$ cat src/rtl/flash_status_guard.sv
module flash_status_guard #(
  parameter int ADDR_W     = 20,
  parameter int SRW_CYCLES = 16
) (
  input  logic              clk,
  input  logic              por_n,
  input  logic              rst_n,
  input  logic              cmd_wren,
  input  logic              cmd_wrdi,
  input  logic              cmd_wrsr,
  input  logic              cmd_pp,
  input  logic              cmd_se,
  input  logic              cmd_sse,
  input  logic              cmd_be,
  input  logic              cmd_rdsr,
  input  logic [7:0]        cmd_data,
  input  logic [ADDR_W-1:0] cmd_addr,
  input  logic              wp_n,
  input  logic              engine_busy,
  input  logic              lock_all_set,
  output logic [7:0]        status_byte,
  output logic              op_accept,
  output logic              op_reject,
  output logic              eng_start,
  output logic [1:0]        eng_op
);
  localparam int CW  = $clog2(SRW_CYCLES + 1);
  localparam int SH0 = ADDR_W - 7;

  logic          srwd, wel, arr_run, busy_q;
  logic [2:0]    bp;
  logic [CW-1:0] sr_cnt;
  logic          wip, modify, hw_lock, area_hit, deny, accept_now, reject_now;
  logic [ADDR_W-1:0] prot_mask;
  logic          soft_clr;
  logic          unused_bits;

  assign unused_bits = &{1'b0, cmd_data[6:5], cmd_data[1:0], cmd_rdsr};
  assign soft_clr    = !rst_n || !por_n;

  assign wip       = arr_run || (sr_cnt != '0);
  assign modify    = cmd_wrsr | cmd_pp | cmd_se | cmd_sse | cmd_be;
  assign hw_lock   = srwd & ~wp_n;
  assign prot_mask = {ADDR_W{1'b1}} << (SH0 + int'(bp));
  assign area_hit  = (bp != 3'd0) && ((cmd_addr & prot_mask) == prot_mask);

  always_comb begin
    deny = ~wel;
    if (cmd_wrsr)                   deny = deny | hw_lock;
    if (cmd_pp | cmd_se | cmd_sse)  deny = deny | area_hit;
    if (cmd_be)                     deny = deny | (bp != 3'd0) | lock_all_set;
  end

  assign accept_now = modify & ~wip & ~deny;
  assign reject_now = modify & ~wip & deny;

  assign status_byte = {srwd, 2'b00, bp, wel, wip};

  always_ff @(posedge clk) begin
    if (soft_clr) begin
      wel       <= 1'b0;
      arr_run   <= 1'b0;
      sr_cnt    <= '0;
      busy_q    <= 1'b0;
      op_accept <= 1'b0;
      op_reject <= 1'b0;
      eng_start <= 1'b0;
      eng_op    <= 2'd0;
    end else begin
      busy_q    <= engine_busy;
      op_accept <= accept_now;
      op_reject <= reject_now;
      eng_start <= accept_now & ~cmd_wrsr;
      eng_op    <= {cmd_sse | cmd_be, cmd_se | cmd_be};
      if (!wip) begin
        if (cmd_wren)                wel <= 1'b1;
        if (cmd_wrdi || reject_now)  wel <= 1'b0;
        if (accept_now && cmd_wrsr)  sr_cnt <= CW'(SRW_CYCLES);
        if (accept_now && !cmd_wrsr) arr_run <= 1'b1;
      end else begin
        if (sr_cnt != '0) begin
          sr_cnt <= sr_cnt - 1'b1;
          if (sr_cnt == CW'(1)) wel <= 1'b0;
        end
        if (arr_run && busy_q && !engine_busy) begin
          arr_run <= 1'b0;
          wel     <= 1'b0;
        end
      end
    end
  end

  always_ff @(posedge clk) begin
    if (!por_n) begin
      srwd <= 1'b0;
      bp   <= 3'd0;
    end else if (rst_n && accept_now && cmd_wrsr) begin
      srwd <= cmd_data[7];
      bp   <= cmd_data[4:2];
    end
  end


  verdict_excl_chk: assert property (@(posedge clk) disable iff (soft_clr)
    !(op_accept && op_reject));


  wip_ignore_chk: assert property (@(posedge clk) disable iff (soft_clr)
    wip && (modify || cmd_wren || cmd_wrdi) |=> !op_accept && !op_reject);


  no_wel_chk: assert property (@(posedge clk) disable iff (soft_clr)
    !wip && !wel && modify |=> op_reject);


  hw_lock_chk: assert property (@(posedge clk) disable iff (soft_clr)
    !wip && srwd && !wp_n && cmd_wrsr |=> op_reject && $stable(status_byte[7:2]));


  be_gate_chk: assert property (@(posedge clk) disable iff (soft_clr)
    !wip && cmd_be && (bp != 3'd0 || lock_all_set) |=> op_reject);


  start_chk: assert property (@(posedge clk) disable iff (soft_clr)
    eng_start |-> op_accept && status_byte[0]);


  rdsr_quiet_chk: assert property (@(posedge clk) disable iff (soft_clr)
    cmd_rdsr && !modify |=> !op_accept && !op_reject);
endmodule

$ cat config.mk
export PLATFORM = sky130hd
export DESIGN_NAME = flash_status_guard
export DESIGN_NICKNAME = d
export VERILOG_FILES = /design/src/rtl/flash_status_guard.sv
export SDC_FILE = /design/constraint.sdc
export NUM_CORES = 1
export LEC_CHECK = 0
export ABC_AREA = 1
export CAP_MARGIN = 20
export CELL_PAD_IN_SITES_DETAIL_PLACEMENT = 1
export CELL_PAD_IN_SITES_GLOBAL_PLACEMENT = 2
export CORE_UTILIZATION = 33
export CTS_CLUSTER_SIZE = 20
export DETAILED_ROUTE_END_ITERATION = 10
export DONT_BUFFER_PORTS = 1
export GPL_TIMING_DRIVEN = 0
export PLACE_DENSITY = 0.8
export SYNTH_ARGS = -nofsm -noshare
export SYNTH_HDL_FRONTEND = slang
export SYNTH_SLANG_ARGS = --single-unit
$ cat constraint.sdc
create_clock -name clk -period 4.2 [get_ports clk]
set_clock_uncertainty 0.05 [all_clocks]
set_input_delay 1.05 -clock clk [delete_from_list [all_inputs] [get_ports clk]]
set_output_delay 1.05 -clock clk [all_outputs]
set_load 0.01 [all_outputs]
==> flow_summary.toml, run 1 <==
[clocking]
cts.clk_slew.worst_paths_ps = 70
ctsResizeCount = 0
cts_sinks = 17
clkLatencyLatePin_ps = 260
cts_tree = "built"
cts_setup_buffers = 0
clock-root-buffer = "clkbuf_8"
hold_buffers = 0
h-tree-depth = 1
cts_buffer_depth = 2
cts_buffers = 3

[route]
avgViaCountPerCell = 4.49
drt_iter0_drc = 25
dr.pass1.iters = 4
wl_per_cell_microns = 11.9
drc = 0
detail-route-antenna-nets = 0
vias = 1267
wl_microns = 3340

[critical_path]
cp-end-kind = "output pin"
required_ps = 3100
max_stage_delay_ps = 320
ff2ff_setup_slack_ps = 1580
critPathKind = "register to output pin"
cp_max_fo = 7
r2r_cells = 17
r2r-start = "bp[1]"
cp_slowest_cell = "dfxtp_1"
path_cells = "inv_1 -> ha_1 -> inv_1 -> nor3_4 -> nand2_2 -> buf_4"
startpoint_type = "register"
cpMostUsedCell = "inv_1"
r2r-end = "sr_cnt[1]"
crit_arrival_ps = 1630

[logic_synthesis]
synth_cell_types = 30
postSynthCellCount = 227
ys_seq_area_frac = 0.241
syn_area_sq_mm = 0.00141
ys_warn_count = 0
synth_area_per_cell_sq_um = 6.21
ys_ff_latch = 17

[worst_hold_path]
hold_class = "register to register"
worstHoldStart = "arr_run"
min_to = "arr_run"
hold_depth = 2

[grt]
groute.usage.overall = 0.164
grt_pass1_wl_microns = 5550
grt_pass1_vias = 1210
grt_max_degree = 11
grt_overflow = 0
antenna_found_initial = 0

[finish]
layout-drive-gt1-share = 0.121
finalNonFillerCells = 282
final_area_sq_mm = 0.00152
final_nets = 282
antenna_cells = 0
utilization = 0.375
syn2layout_area_growth_pct = 7.99

[timing]
min_period_ps = 2730
fin_crit_sh = 0.649
rsz0062_at_grt = "false"
final_hold_viol_count = 0
fmax_ghz = 0.367
final_max_slew_viol_count = 0
setup_violations = 0
setup_tns_ps = 0

[floorplanning]
coreArea_sq_mm = 0.00406
rows = 23
die_h_microns = 67.4
initial_utilization = 0.348
io-pin-count = 55
die_x_microns = 67.4
dieArea_sq_mm = 0.00454

[place]
dp_cells = 278
portBuffers = 0
place_area_sq_mm = 0.00148
hpwl_microns = 2750
place.gp.congestion = 0.724

[pwr]
p_leak_nw = 0.832
power_uw = 313
peakVddDrop_v = 0.000139
power.density_mw_per_mm2 = 206

[job]
max_cap_violations = 0

[outcome]
status = "completed"
## cell usage after synthesis, drive strengths merged
cell | n | area, sq um
inv | 54 | 203
nand2 | 49 | 191
nor2 | 34 | 140
nand3 | 21 | 123
dfxtp | 17 | 340
buf | 10 | 71.3
nand4 | 8 | 50.1
ha | 7 | 87.6
nor3 | 5 | 47.5
a21oi | 4 | 20.0
o21ai | 4 | 23.8
nand3b | 3 | 22.5
xor2 | 3 | 26.3
a31oi | 2 | 27.5
o21bai | 2 | 15.0
clkbuf | 1 | 3.75
conb | 1 | 3.75
o211ai | 1 | 7.51
or2 | 1 | 6.26
## flip-flops by register name (all words and copies together) (netlist names)
register,flops
sr_cnt,5
bp,3
eng_op,2
arr_run,1
busy_q,1
eng_start,1
op_accept,1
op_reject,1
srwd,1
wel,1
## final cells by class
class / count / area, sq um
Clock buffer: 3 / 41.3
Inverter: 54 / 203
Multi-Input combinational cell: 146 / 796
Clock inverter: 1 / 5.00
Tap cell: 50 / 62.6
Buffer: 11 / 75.1
Sequential cell: 17 / 340
Fill cell: 563 / 2530
## metal layers
metal,GRT usage,vias to the layer above,part of all wire
li1,-,692,-
met1,0.228,534,0.53
met2,0.244,36,0.41
met3,0.0524,5,0.056
met4,0.0399,0,0.0087
met5,0,-,0
## placed cells by master, fill, tap and decap left out, types with 4 or more instances in the layout
master / synthesis / routed
a21oi_1: 4 / 4
ha_1: 7 / 7
nand4_1: 8 / 8
dfxtp_1: 17 / 17
buf_4: 6 / 6
nand3_1: 19 / 19
nand2_1: 46 / 46
inv_1: 53 / 53
nor2_1: 31 / 31
## power by group
group / leakage, nW / switching (mW) / internal (mW)
clock: 0.0255 / 0.0605 / 0.0660
combinational: 0.669 / 0.0139 / 0.00843
sequential: 0.138 / 0.00144 / 0.163
total: 0.832 / 0.0758 / 0.238
## worst max-delay path by stage
stage,start,to,slack (ps),cells after the start
2_1_floorplan,sr_cnt[0],status_byte[0],1950,6
3_3_place_gp,bp[1],sr_cnt[1],1590,17
3_5_place_dp,bp[1],sr_cnt[1],1570,17
4_1_cts,sr_cnt[1],status_byte[0],1450,6
5_1_grt,bp[1],sr_cnt[1],1280,17
6_report,sr_cnt[1],status_byte[0],1470,6
## worst max-delay path, delay by kind of cell (launching register included)
| kind | cells | cell delay (ps) |
|---|---|---|
| adders and majority gates | 1 | 190 |
| buffers and inverters | 3 | 380 |
| DFF | 1 | 320 |
| and+or+nand+nor | 2 | 480 |
## metrics by stage
stage	hold slack [ps]	worst slack [ps]
6_report	446	1470
5_1_grt	487	1280
4_1_cts	452	1450
3_5_place_dp	441	1570
3_3_place_gp	433	1590
2_1_floorplan	414	1950
## cells by family after synthesis
group | share of synthesized area
AO/OA/AOI/OAI | 0.0665
XOR/XNOR | 0.0186
adder cells (fa/ha/maj) | 0.0621
buffers and inverters | 0.197
flip-flops | 0.241
other | 0.00266
AND/OR/NAND/NOR | 0.412
No activity file was read; power rests on OpenSTA's default activity.
==> run 2, diff against run 1 <==
--- a/config.mk
+++ b/config.mk
@@ -5,16 +5,16 @@
 export SDC_FILE = /design/constraint.sdc
 export NUM_CORES = 1
 export LEC_CHECK = 0
-export ABC_AREA = 1
+export ABC_AREA = 0
 export CAP_MARGIN = 20
 export CELL_PAD_IN_SITES_DETAIL_PLACEMENT = 1
 export CELL_PAD_IN_SITES_GLOBAL_PLACEMENT = 2
-export CORE_UTILIZATION = 33
+export CORE_UTILIZATION = 32
 export CTS_CLUSTER_SIZE = 20
 export DETAILED_ROUTE_END_ITERATION = 10
 export DONT_BUFFER_PORTS = 1
 export GPL_TIMING_DRIVEN = 0
-export PLACE_DENSITY = 0.8
+export PLACE_DENSITY = 0.74
 export SYNTH_ARGS = -nofsm -noshare
 export SYNTH_HDL_FRONTEND = slang
 export SYNTH_SLANG_ARGS = --single-unit
==> constraint.sdc (replaced) <==
create_clock -name clk -period 2.8 [get_ports clk]
set_clock_uncertainty 0.05 [all_clocks]
set_input_delay 0.7 -clock clk [delete_from_list [all_inputs] [get_ports clk]]
set_output_delay 0.7 -clock clk [all_outputs]
set_load 0.01 [all_outputs]
==> flow_summary.toml, run 2 <==
[logic_synthesis]
postSynthCellCount = 132
synth_commonest_cells = "17 x dfxtp_1, 16 x nand2_1, 13 x inv_1"
synth_area_per_cell_sq_um = 8.09
syn_area_sq_mm = 0.00107
ys_warn_count = 0
ys_ff_latch = 17
async_reset_ff_frac = 0
yosys.area.top_type = "dfxtp_1"
synth.most_common_cell = "dfxtp_1"
ys.flop_type = "dfxtp_1"
ys_top_cells_by_area = "dfxtp_1 32%, ha_1 8.2%, nand2_1 5.6%"
synth_top_cell_area_share = 0.319
synth_cell_types = 38
synth_edf_count = 0
ys_seq_area_frac = 0.319

[critical_path]
cp_max_fo = 5
critPathKind = "register to output pin"
crit_arrival_ps = 1830
required_ps = 2050
startpoint_type = "register"
cp-end-kind = "output pin"

[grt]
grt_overflow = 0
groute.usage.overall = 0.156
grt_max_degree = 11
grt_pass1_vias = 914
grt_pass1_wl_microns = 4170
antenna_found_initial = 0

[timing]
setup_tns_ps = 0
final_max_slew_viol_count = 0
rsz0062_at_grt = "false"
min_period_ps = 2580
fmax_ghz = 0.388
setup_violations = 0
fin_crit_sh = 0.920
final_hold_viol_count = 0
holdWs_ps = 417

[pwr]
peakVddDrop_v = 0.000276
power_uw = 811
power.density_mw_per_mm2 = 700
p_leak_nw = 0.430

[floorplanning]
rows = 20
coreArea_sq_mm = 0.00310
dieArea_sq_mm = 0.00357
die_h_microns = 59.8
die_x_microns = 59.8
initial_utilization = 0.344
io-pin-count = 55

[clocking]
h-tree-depth = 1
cts_setup_buffers = 0
clkLatencyLatePin_ps = 300
hold_buffers = 0
cts_tree = "built"
cts.clk_slew.worst_paths_ps = 110
clock-root-buffer = "clkbuf_4"
cts_buffers = 3
cts_buffer_depth = 2
cts_sinks = 17

[finish]
utilization = 0.373
syn2layout_area_growth_pct = 8.31
multi_input_comb_area_sq_um = 627
largestRegisters = "sr_cnt x5, bp x3, eng_op x2"
final_common_cell = "nand2_1"
regMostFlops = "sr_cnt"
final_cell_mix = "16 x nand2_1, 15 x dfxtp_1, 13 x inv_1"
antenna_cells = 0
fill_cells = 409
largest_reg_flops = 5
regArea_sq_um = 343
layout-drive-gt1-share = 0.117
final_nets = 187

[place]
place.gp.congestion = 0.888
portBuffers = 0
hpwl_microns = 2110

[route]
dr.pass1.iters = 4
wl_per_cell_microns = 13.8
wl_met3_microns = 180
routed.top_layer = "met4"
avgViaCountPerCell = 5.21
drc = 0
detail-route-antenna-nets = 0
wl_met2_microns = 1220
wl_microns = 2510
vias = 943
drt_iter0_drc = 38
wirelength_met1_microns = 1090

[outcome]
status = "completed"

[job]
max_cap_violations = 0

[worst_hold_path]
hold_class = "input port to register"
run 2: metal layers:
metal	vias up	GRT usage
met1	439	0.186
met5	-	0
met4	0	0.0399
met3	2	0.0541
li1	467	-
met2	35	0.265
run 2: cell type report:
cell class / count / area share
plain buffers: 8 / 0.0486
clock inverters: 1 / 0.00432
well taps: 44 / 0.0476
multi-input cells: 95 / 0.542
clock buffers: 3 / 0.0195
flip-flops and latches: 17 / 0.296
inverters: 13 / 0.0422
run 2: timing repair:
item,in CTS,in global routing
endpoints found under the hold margin,0,0
gates resized for setup,0,2
endpoints found under the setup margin,0,4
run 2: final timing paths:
| path | startpoint | endpoint | slack, ps | cells past startpoint |
|---|---|---|---|---|
| worst max-delay path | sr_cnt[0] | status_byte[0] | 220 | 6 |
| worst min-delay path | cmd_wrsr | eng_start | 420 | 1 |
| worst max register to register | bp[0] | bp[1] | 320 | 10 |
| worst min register to register | sr_cnt[4] | sr_cnt[4] | 440 | 2 |
run 2: cell families (layout without fill, tap and decap cells):
family | Yosys count | count (layout) | share of synthesized area
XOR/XNOR | 2 | 2 | 0.0164
buffers and inverters | 21 | 25 | 0.0984
AND/OR/NAND/NOR | 48 | 48 | 0.222
flip-flops | 17 | 17 | 0.319
AO/OA/AOI/OAI | 32 | 32 | 0.221
adder cells (fa/ha/maj) | 7 | 7 | 0.0820
multiplexers | 4 | 4 | 0.0375
other | 1 | 2 | 0.00351
run 2: where the power goes:
part	internal (mW)	switching, mW	total [mW]
registers	0.270	0.0237	0.294
clock network	0.0532	0.0813	0.134
logic	0.181	0.202	0.382
total	0.504	0.307	0.811
run 2: critical path, cell delays in order, from the launching register on:
cell,delay (ps)
dfxtp_1,340
inv_1,90
ha_1,170
inv_1,80
or3_1,320
or3_4,380
buf_4,160
run 2: through the flow:
stage | setup slack, ps | cell area [sq um] | instances
after CTS | 199 | 1150 | 181
after detailed placement | 219 | 1130 | 177
after floorplan | 565 | 1070 | 133
final | 224 | 1160 | 181
after global placement | 268 | 1130 | 177
after global routing | 47.4 | 1160 | 181
==> run 3, diff against run 2 <==
--- a/config.mk
+++ b/config.mk
@@ -14,6 +14,7 @@
 export DETAILED_ROUTE_END_ITERATION = 10
 export DONT_BUFFER_PORTS = 1
 export GPL_TIMING_DRIVEN = 0
+export MAX_ROUTING_LAYER = met4
 export PLACE_DENSITY = 0.74
 export SYNTH_ARGS = -nofsm -noshare
 export SYNTH_HDL_FRONTEND = slang
==> flow_summary.toml, run 3 (synthesis results as in run 2) <==
[clocking]
cts_buffers = 3
h-tree-depth = 1
cts.clk_slew.worst_paths_ps = 110
clock-root-buffer = "clkbuf_4"
cts_setup_buffers = 0
clkLatencyLatePin_ps = 300
cts_sinks = 17
cts_buffer_depth = 2
hold_buffers = 0
cts_tree = "built"

[floorplanning]
die_h_microns = 59.8
initial_utilization = 0.344
die_x_microns = 59.8
dieArea_sq_mm = 0.00357
io-pin-count = 55
coreArea_sq_mm = 0.00310
rows = 20

[critical_path]
critPathKind = "register to output pin"
cp_slowest_cell = "or3_4"
cp-end-kind = "output pin"
startpoint_type = "register"
cpMostUsedCell = "inv_1"
max_stage_delay_ps = 380
cp_max_fo = 5
path_cells = "inv_1 -> ha_1 -> inv_1 -> or3_1 -> or3_4 -> buf_4"
required_ps = 2050
crit_arrival_ps = 1830

[grt]
grt_max_degree = 11
grt_use_met3 = 0.0563
grt_overflow = 0
antenna_found_initial = 0
grt_most_used_layer = "met2"
grt_pass1_vias = 916
grt_use_met2 = 0.265
groute.usage.overall = 0.161
grt_pass1_wl_microns = 4170
use_met1 = 0.186

[finish]
final_common_cell = "nand2_1"
regMostFlops = "sr_cnt"
final_nets = 187
syn2layout_area_growth_pct = 8.31
layout-drive-gt1-share = 0.117
largest_reg_flops = 5
largestRegisters = "sr_cnt x5, bp x3, eng_op x2"
multi_input_comb_area_sq_um = 627
regArea_sq_um = 343
fill_cells = 409
antenna_cells = 0
final_cell_mix = "16 x nand2_1, 15 x dfxtp_1, 13 x inv_1"

[timing]
final_max_slew_viol_count = 0
setup_violations = 0
final_hold_viol_count = 0
holdWs_ps = 418
min_period_ps = 2580
rsz0062_at_grt = "false"
fmax_ghz = 0.388
fin_ws_ps = 223
setup_tns_ps = 0
fin_crit_sh = 0.920

[outcome]
status = "completed"

[route]
avgViaCountPerCell = 5.20
dr.pass1.iters = 4
drc = 0
drt_iter0_drc = 45
wl_microns = 2510
detail-route-antenna-nets = 0
wl_per_cell_microns = 13.9
vias = 942

[place]
hpwl_microns = 2110
portBuffers = 0
place.gp.congestion = 0.903
dp_slack_ps = 219

[worst_hold_path]
hold_class = "input port to register"

[pwr]
p_leak_nw = 0.430
peakVddDrop_v = 0.000278
power.density_mw_per_mm2 = 700

[job]
max_cap_violations = 0
-- run 3: cell counts in the layout (fill, tap and decap cells not counted) --
No cell type changed its count.
-- run 3: stage by stage --
step | cells | total power, mW | utilization | instance area, sq um
final | 181 | 0.811 | 0.373 | 1160
after detailed placement | 177 | 0.685 | 0.363 | 1130
after floorplan | 133 | 0.623 | - | 1070
after global routing | 181 | 0.889 | 0.373 | 1160
after CTS | 181 | 0.822 | 0.372 | 1150
after global placement | 177 | 0.681 | 0.363 | 1130
-- run 3: final cells by class --
type | instances | share of cell area
sequential | 17 | 0.296
buffer | 8 | 0.0486
multi-input combinational | 95 | 0.542
inverter | 13 | 0.0422
clock inverter | 1 | 0.00432
tap | 44 | 0.0476
clock buffer | 3 | 0.0195
-- run 3: worst max-delay path: cells and delay by family (launching register included) --
| family | cells | cell delay, ps |
|---|---|---|
| buf+inv | 3 | 330 |
| fa+ha+maj | 1 | 170 |
| flops | 1 | 340 |
| simple gates | 2 | 700 |
-- run 3: per-layer routing --
layer / share of wire / vias up
met5: 0 / -
met4: 0.0064 / 0
met3: 0.076 / 2
met2: 0.48 / 36
met1: 0.43 / 437
li1: - / 467
-- run 3: timing repair --
item / in CTS / in global routing
setup endpoints to repair: 0 / 4
resized for setup: 0 / 2
endpoints found under the hold margin: 0 / 0
-- run 3: where the power goes --
part | switching [mW] | internal (mW) | total, mW
sequential | 0.0236 | 0.270 | 0.294
clock | 0.0813 | 0.0532 | 0.134
combinational | 0.202 | 0.181 | 0.383
-- run 3: worst paths after layout --
check / start / end / slack (ps) / cells after the start
setup reg to reg: bp[0] / bp[1] / 320 / 10
setup / recovery: sr_cnt[0] / status_byte[0] / 220 / 6
hold reg to reg: sr_cnt[4] / sr_cnt[4] / 440 / 2
hold / removal: cmd_wrsr / eng_start / 420 / 1
